===== config.mk =====
export PLATFORM = sky130hd
export DESIGN_NAME = dtmf_synth
export DESIGN_NICKNAME = d
export VERILOG_FILES = /design/src/rtl/dtmf_pkg.sv /design/src/rtl/dtmf_pacer.sv /design/src/rtl/dtmf_band.sv /design/src/rtl/dtmf_synth.sv
export SDC_FILE = /design/constraint.sdc
export NUM_CORES = 1
export LEC_CHECK = 0
export ABC_AREA = 0
export BUFFER_PORTS_ARGS = -buffer_cell sky130_fd_sc_hd__buf_2
export CORE_ASPECT_RATIO = 2
export CORE_MARGIN = 4
export CORE_UTILIZATION = 49
export CTS_CLUSTER_SIZE = 24
export DETAILED_ROUTE_END_ITERATION = 10
export PLACE_DENSITY = 0.71
export SETUP_SLACK_MARGIN = 0.1
export SYNTH_ARGS = -nofsm -noshare
export SYNTH_HDL_FRONTEND = slang
export SYNTH_SLANG_ARGS = --single-unit

===== constraint.sdc =====
create_clock -name clk -period 3.1 [get_ports clk]
set_input_delay 0.155 -clock clk [delete_from_list [all_inputs] [get_ports clk]]
set_output_delay 0.155 -clock clk [all_outputs]
set_load 0.1 [all_outputs]

===== src/rtl/dtmf_pkg.sv =====
package dtmf_pkg;

    localparam int SAMPLE_W      = 6;
    localparam int LOW_BASE      = 13;
    localparam int HIGH_BASE     = 16;
    localparam int MID_LEVEL     = LOW_BASE + HIGH_BASE;
    localparam int PEAK_LEVEL    = 2 * MID_LEVEL;
    localparam int TONES_PER_BAND = 4;
    localparam int LOW_MAX_LEN   = 49;
    localparam int HIGH_MAX_LEN  = 23;

    // fixed-point scale for elaboration-time sine evaluation
    localparam longint FX_ONE     = 64'sd16777216;
    localparam longint FX_HALF_PI = 64'sd26353589;

    // number of entries stored for a tone
    function automatic int tone_len(input bit high, input int idx);
        int n;
        if (high) begin
            case (idx)
                0:       n = 7;
                1:       n = 19;
                2:       n = 23;
                default: n = 21;
            endcase
        end else begin
            case (idx)
                0:       n = 49;
                1:       n = 11;
                2:       n = 10;
                default: n = 9;
            endcase
        end
        return n;
    endfunction

    // whole sine cycles held across the tone's table
    function automatic int tone_cycles(input bit high, input int idx);
        int c;
        if (high) begin
            case (idx)
                0:       c = 1;
                1:       c = 3;
                default: c = 4;
            endcase
        end else begin
            c = (idx == 0) ? 4 : 1;
        end
        return c;
    endfunction

    // round(amp * sin(2*pi*num/den)), computed with integers only
    function automatic int round_sine(input int amp, input int num, input int den);
        longint d;
        longint u;
        longint theta;
        longint x2;
        longint term;
        longint acc;
        longint mag;
        bit     neg;
        d   = longint'(den);
        u   = longint'(num % den) * 64'sd4;
        neg = 1'b0;
        if (u >= 2 * d) begin
            u   = u - 2 * d;
            neg = 1'b1;
        end
        if (u > d) u = 2 * d - u;
        theta = (FX_HALF_PI * u) / d;
        x2    = (theta * theta) / FX_ONE;
        term  = theta;
        acc   = theta;
        for (int n = 1; n <= 6; n++) begin
            term = -((term * x2) / FX_ONE) / longint'((2 * n) * (2 * n + 1));
            acc  = acc + term;
        end
        if (acc < 0) acc = 0;
        mag = (acc * longint'(amp) + FX_ONE / 2) / FX_ONE;
        return neg ? -int'(mag) : int'(mag);
    endfunction

    // stored level for entry k of a tone; two low tones use area-corrected values
    function automatic int tone_entry(input bit high, input int idx, input int k);
        int off;
        int base;
        base = high ? HIGH_BASE : LOW_BASE;
        if (!high && idx == 2) begin
            case (k)
                1, 4:    off = 8;
                2:       off = 12;
                3:       off = 13;
                6, 9:    off = -8;
                7:       off = -12;
                8:       off = -13;
                default: off = 0;
            endcase
        end else if (!high && idx == 3) begin
            case (k)
                1:       off = 8;
                2:       off = 13;
                3:       off = 11;
                4:       off = 5;
                5:       off = -5;
                6:       off = -11;
                7:       off = -13;
                8:       off = -8;
                default: off = 0;
            endcase
        end else begin
            off = round_sine(base, tone_cycles(high, idx) * k, tone_len(high, idx));
        end
        return base + off;
    endfunction

endpackage


===== src/rtl/dtmf_pacer.sv =====
module dtmf_pacer #(
    parameter int TICKS_PER_SAMPLE = 42,
    parameter int TONE_TICKS       = 35796
) (
    input  logic clk,
    input  logic rst_n,
    input  logic start_i,
    input  logic tick_i,
    output logic active_o,
    output logic step_o,
    output logic done_o
);
    localparam int BURST_TICKS = TONE_TICKS + TICKS_PER_SAMPLE;
    localparam int DIV_W       = $clog2(TICKS_PER_SAMPLE + 1);
    localparam int BURST_W     = $clog2(BURST_TICKS + 1);
    localparam logic [DIV_W-1:0]   DIV_LAST   = DIV_W'(TICKS_PER_SAMPLE - 1);
    localparam logic [BURST_W-1:0] BURST_LAST = BURST_W'(BURST_TICKS - 1);

    typedef struct packed {
        logic               active;
        logic [DIV_W-1:0]   div;
        logic [BURST_W-1:0] burst;
    } pacer_t;

    pacer_t cur_q, nxt_d;
    logic   step_d;
    logic   done_d;

    always_comb begin
        nxt_d  = cur_q;
        step_d = 1'b0;
        done_d = 1'b0;
        if (start_i) begin
            nxt_d.active = 1'b1;
            nxt_d.div    = '0;
            nxt_d.burst  = '0;
        end else if (cur_q.active && tick_i) begin
            if (cur_q.burst == BURST_LAST) begin
                nxt_d.active = 1'b0;
                done_d       = 1'b1;
            end else begin
                nxt_d.burst = cur_q.burst + BURST_W'(1);
                if (cur_q.div == DIV_LAST) begin
                    nxt_d.div = '0;
                    step_d    = 1'b1;
                end else begin
                    nxt_d.div = cur_q.div + DIV_W'(1);
                end
            end
        end
    end

    always_ff @(posedge clk or negedge rst_n) begin
        if (!rst_n) cur_q <= '0;
        else        cur_q <= nxt_d;
    end

    assign active_o = cur_q.active;
    assign step_o   = step_d;
    assign done_o   = done_d;


    div_range_chk: assert property (@(posedge clk) disable iff (!rst_n)
        cur_q.div <= DIV_LAST);


    no_tick_hold_chk: assert property (@(posedge clk) disable iff (!rst_n)
        (!tick_i && !start_i) |=> $stable(cur_q));


    done_drops_chk: assert property (@(posedge clk) disable iff (!rst_n)
        (done_o && !start_i) |=> !active_o);


    step_done_excl_chk: assert property (@(posedge clk) disable iff (!rst_n)
        !(step_o && done_o));

endmodule


===== src/rtl/dtmf_band.sv =====
module dtmf_band
    import dtmf_pkg::*;
#(
    parameter bit HIGH_BAND = 1'b0
) (
    input  logic                clk,
    input  logic                rst_n,
    input  logic                load_i,
    input  logic                step_i,
    input  logic [1:0]          tone_i,
    output logic [SAMPLE_W-1:0] level_o
);
    localparam int MAX_LEN = HIGH_BAND ? HIGH_MAX_LEN : LOW_MAX_LEN;
    localparam int PTR_W   = $clog2(MAX_LEN + 1);
    localparam int BASE    = HIGH_BAND ? HIGH_BASE : LOW_BASE;

    typedef struct packed {
        logic [1:0]       tone;
        logic [PTR_W-1:0] ptr;
    } band_t;

    band_t               cur_q, nxt_d;
    logic [SAMPLE_W-1:0] rom     [TONES_PER_BAND][MAX_LEN];
    logic [PTR_W-1:0]    len_tbl [TONES_PER_BAND];
    logic [PTR_W-1:0]    ptr_inc;

    for (genvar t = 0; t < TONES_PER_BAND; t++) begin : g_tone
        localparam int LEN = tone_len(HIGH_BAND, t);
        assign len_tbl[t] = PTR_W'(LEN);
        for (genvar k = 0; k < MAX_LEN; k++) begin : g_entry
            if (k < LEN) begin : g_used
                assign rom[t][k] = SAMPLE_W'(tone_entry(HIGH_BAND, t, k));
            end else begin : g_pad
                assign rom[t][k] = '0;
            end
        end
    end

    always_comb begin
        nxt_d   = cur_q;
        ptr_inc = cur_q.ptr + PTR_W'(1);
        if (load_i) begin
            nxt_d.tone = tone_i;
            nxt_d.ptr  = '0;
        end else if (step_i) begin
            nxt_d.ptr = (ptr_inc == len_tbl[cur_q.tone]) ? '0 : ptr_inc;
        end
    end

    always_ff @(posedge clk or negedge rst_n) begin
        if (!rst_n) cur_q <= '0;
        else        cur_q <= nxt_d;
    end

    assign level_o = rom[cur_q.tone][cur_q.ptr];


    ptr_bound_chk: assert property (@(posedge clk) disable iff (!rst_n)
        cur_q.ptr < len_tbl[cur_q.tone]);


    ptr_wrap_chk: assert property (@(posedge clk) disable iff (!rst_n)
        (step_i && !load_i && (cur_q.ptr == len_tbl[cur_q.tone] - PTR_W'(1)))
        |=> (cur_q.ptr == '0));


    tone_hold_chk: assert property (@(posedge clk) disable iff (!rst_n)
        !load_i |=> $stable(cur_q.tone));


    level_bound_chk: assert property (@(posedge clk) disable iff (!rst_n)
        level_o <= SAMPLE_W'(2 * BASE));

endmodule


===== src/rtl/dtmf_synth.sv =====
module dtmf_synth
    import dtmf_pkg::*;
#(
    parameter int TICKS_PER_SAMPLE = 42,
    parameter int TONE_TICKS       = 35796
) (
    input  logic                clk,
    input  logic                rst_n,
    input  logic                tick_en,
    input  logic                start,
    input  logic [3:0]          key,
    output logic [SAMPLE_W-1:0] sample,
    output logic                active
);
    localparam logic [SAMPLE_W-1:0] REST = SAMPLE_W'(MID_LEVEL);

    typedef struct packed {
        logic [SAMPLE_W-1:0] level;
    } synth_t;

    synth_t              cur_q, nxt_d;
    logic                step;
    logic                done;
    logic [SAMPLE_W-1:0] low_lvl;
    logic [SAMPLE_W-1:0] high_lvl;
    logic [SAMPLE_W-1:0] mix;

    dtmf_pacer #(
        .TICKS_PER_SAMPLE (TICKS_PER_SAMPLE),
        .TONE_TICKS       (TONE_TICKS)
    ) i_pacer (
        .clk      (clk),
        .rst_n    (rst_n),
        .start_i  (start),
        .tick_i   (tick_en),
        .active_o (active),
        .step_o   (step),
        .done_o   (done)
    );

    dtmf_band #(.HIGH_BAND(1'b0)) i_low (
        .clk     (clk),
        .rst_n   (rst_n),
        .load_i  (start),
        .step_i  (step),
        .tone_i  (key[3:2]),
        .level_o (low_lvl)
    );

    dtmf_band #(.HIGH_BAND(1'b1)) i_high (
        .clk     (clk),
        .rst_n   (rst_n),
        .load_i  (start),
        .step_i  (step),
        .tone_i  (key[1:0]),
        .level_o (high_lvl)
    );

    assign mix = low_lvl + high_lvl;

    always_comb begin
        nxt_d = cur_q;
        if (start || done) nxt_d.level = REST;
        else if (step)     nxt_d.level = mix;
    end

    always_ff @(posedge clk or negedge rst_n) begin
        if (!rst_n) cur_q.level <= REST;
        else        cur_q <= nxt_d;
    end

    assign sample = cur_q.level;


    sample_range_chk: assert property (@(posedge clk) disable iff (!rst_n)
        sample <= SAMPLE_W'(PEAK_LEVEL));


    idle_level_chk: assert property (@(posedge clk) disable iff (!rst_n)
        !active |-> (sample == REST));


    sample_hold_chk: assert property (@(posedge clk) disable iff (!rst_n)
        (!step && !start && !done) |=> $stable(sample));


    restart_level_chk: assert property (@(posedge clk) disable iff (!rst_n)
        start |=> (active && sample == REST));

endmodule


==> flow_metrics.py <==
metrics = {
    "sta": {
        "finalCritPeriodShare_pct": 97.2,
        "hold_violations": 0,
        "max-slew-margin-rel_pct": 31.7,
        "min_period_ns": 3.01,
        "fmax_mhz": 332,
        "setup_viol": 0,
        "rsz0062_at_grt": "true",
        "final_max_slew_viol_count": 0,
        "layout_setup_ws_ns": 0.0857,
        "fin_skew_ns": 0.00535,
        "tightest_slew_ns": 1.02,
    },
    "setup_path": {
        "path_class": "reg -> reg",
        "start_kind": "flip-flop",
        "cp_max_fo": 5,
        "r2r_end": "sample[5]$_DFFE_PN0P_",
        "r2r_slack_ns": 0.09,
        "cp.arrival_ns": 3.22,
        "r2r_cells": 12,
        "endpoint_kind": "flip-flop",
        "crit_slowest_cell": "mux4_2",
        "startpoint": "i_high.cur_q[6]$_DFFE_PN0P_",
        "crit_end": "sample[5]$_DFFE_PN0P_",
        "path_common_cell": "mux4_2",
        "crit_required_ns": 3.30,
        "timing.rr.start": "i_high.cur_q[6]$_DFFE_PN0P_",
        "crit_chain": "buf_6 > ha_4 > mux4_2 > mux4_2 > nor2_2 > a21oi_2 > ha_1 > o21ai_1 > o21bai_1 > a21o_1 > o2111ai_2 > o211ai_1",
        "slowest_delay_ns": 0.48,
    },
    "clocking": {
        "cts_buffer_depth": 2,
        "clock-root-buffer": "clkbuf_16",
        "htreeDepth": 2,
        "tritoncts_num_sinks": 44,
        "cts_tree": "yes",
        "cts_buffers": 5,
        "worst_skew_pair.late_latency_ns": 0.29,
        "cts.clk_slew.worst_paths_ns": 0.06,
    },
    "die": {
        "boundaryPins": 15,
        "die_width_um": 74.8,
        "rows": 48,
        "die_area_um2": 10600,
        "die_h_um": 142,
        "start_util_pct": 50.5,
        "core_area_um2": 8650,
    },
    "logic_synthesis": {
        "ys_seq_area_share_pct": 25.3,
        "ys_warn_count": 0,
        "synth_common_cells": "nand2_1 (43), nor2_1 (42), dfrtp_1 (40)",
        "syn_area_per_cell_um2": 8.32,
        "synth-main-ff-cell": "dfrtp_1",
        "synth_cell_types": 84,
        "yosysMostFrequentCell": "nand2_1",
        "synth_seq_cells": 44,
        "synthArstFlopShare_pct": 100,
        "synth_nets": 560,
        "yosys.area.top_type": "dfrtp_1",
        "syn_area_um2": 4370,
        "synthCells": 525,
        "synth_top_area_share_pct": 22.9,
        "synth_edf_count": 0,
        "synthTopCellsByArea": "dfrtp_1 (23%), ha_1 (7.4%), a21oi_1 (3.8%), o21ai_0 (3.8%), nand2_1 (3.7%)",
    },
    "global_routing": {
        "grt_max_degree": 45,
        "grt_pass1_vias": 4269,
        "grt_usage_pct": 24.7,
        "antenna_found_initial": 0,
        "overflow": 0,
        "grt_pass1_wl_mm": 20.5,
    },
    "job": {
        "cap_violations": 0,
    },
    "detailed_routing": {
        "drt_iter0_drc": 236,
        "drt_pass1_iterations": 5,
        "vias": 4194,
        "wire_per_inst_um": 18.9,
        "ant_nets": 0,
        "wl_mm": 12.4,
        "drc_errors": 0,
        "drt-vias-per-instance": 6.40,
    },
    "pwr": {
        "cellPowerDensity_nw_per_um2": 291,
        "peakVddDrop_v": 0.000325,
        "p_leak_uw": 0.00199,
        "power_uw": 1450,
    },
    "placed_design": {
        "dp_slack_ns": -0.0729,
        "dp_cells": 643,
        "placed_cell_area_um2": 4690,
        "place_congestion": 0.997,
        "io_buffers": 14,
        "dpl.hpwl_mm": 9.30,
    },
    "finish": {
        "final_cell_area_um2": 4970,
        "num-nets-final": 590,
        "finish.utilization_pct": 57.5,
        "area_delta_synth_final_pct": 13.8,
        "drive_gt1_share_pct": 22.9,
        "diodes": 0,
        "fin_cells": 655,
    },
    "run_status": {
        "status": "finished clean",
    },
    "hold_path": {
        "hp-class": "in -> async",
    },
}
## worst min path at each step
stage,depth (start not counted),endpoint,from,slack (ns)
after detailed placement,1,sample[5]$_DFFE_PN0P_,rst_n,0.39
final,1,i_low.cur_q[6]$_DFFE_PN0P_,rst_n,0.04
after global routing,3,i_low.cur_q[6]$_DFFE_PN0P_,key[2],0.10
after CTS,1,i_low.cur_q[6]$_DFFE_PN0P_,rst_n,0.08
after floorplan,0,i_high.cur_q[0]$_DFFE_PN0P_,rst_n,-0.14
after global placement,3,i_low.cur_q[6]$_DFFE_PN0P_,key[2],0.37
## metal layers
| metal | vias to the layer above | part of all wire, % | GRT usage [%] |
|---|---|---|---|
| li1 | 1996 | - | - |
| met1 | 2043 | 35 | 24.5 |
| met2 | 109 | 57 | 47.0 |
| met3 | 46 | 2.5 | 2.55 |
| met4 | 0 | 5.0 | 13.4 |
| met5 | - | 0 | 0 |
## placed cells by master (no fill, tap or decap), types with 7 or more instances in the layout
cell      instances
inv_1            18
buf_4            47
dfrtp_1          35
a31oi_1          12
ha_1             20
nor2b_1          11
a211oi_1          8
o211ai_1          7
nand4_1           7
xnor2_1          16
nor2_1           41
nand2_1          43
buf_2            14
xor2_1           14
and3_1            8
o21ai_0          32
a21oi_1          31
nand2b_1         10
nor3_1            7
nand3_1          20
## registers in the layout, summed over array words and instances, names as in the netlist
| signal | count |
|---|---|
| i_pacer.active_o | 1 |
| i_low.cur_q | 8 |
| sample | 6 |
| i_high.cur_q | 7 |
| i_pacer.cur_q | 22 |
## repair_timing
item | CTS | global route
gates cloned | 0 | 0
resized for setup | 9 | 21
endpoints found under the hold margin | 0 | 0
hold buffers | 0 | 0
pin swaps | 3 | 8
buffers inserted | 3 | 2
endpoints found under the setup margin | 2 | 5
## power breakdown
| group | switching (µW) | internal, µW |
|---|---|---|
| registers | 17.9 | 587 |
| logic | 186 | 138 |
| clock network | 226 | 293 |
## worst max-delay path, delay by kind of cell, from the launching register on
kind,cells,cell delay [ns]
compound gates,6,0.75
simple gates,1,0.13
fa+ha+maj,2,0.52
flops,1,0.44
buf+inv,1,0.14
mux,2,0.95
## cells by family after synthesis
kind of cell             after synthesis  synth area share, %
adder cells (fa/ha/maj)               27                 7.90
buffers and inverters                 60                 6.67
flip-flops                            44                 25.3
multiplexers                          14                 4.58
AO/OA/AOI/OAI                        153                 23.7
XOR/XNOR                              31                 6.56
AND/OR/NAND/NOR                      196                 25.2
## metrics by stage
step                hold slack [ns]  TNS [ns]
global route                  0.103   -0.0526
CTS                          0.0803         0
global placement              0.366   -0.0171
finish                       0.0390         0
detailed placement            0.387   -0.0729
floorplan                    -0.141         0
## layout make-up
cell class / instances / area, µm²
well taps: 100 / 125
clock buffers: 5 / 125
inverters: 20 / 77.6
repair buffers: 63 / 454
multi-input cells: 421 / 3070
fillers: 831 / 3680
clock inverters: 2 / 12.5
flip-flops and latches: 44 / 1110
No activity file was read; power rests on OpenSTA's default activity.
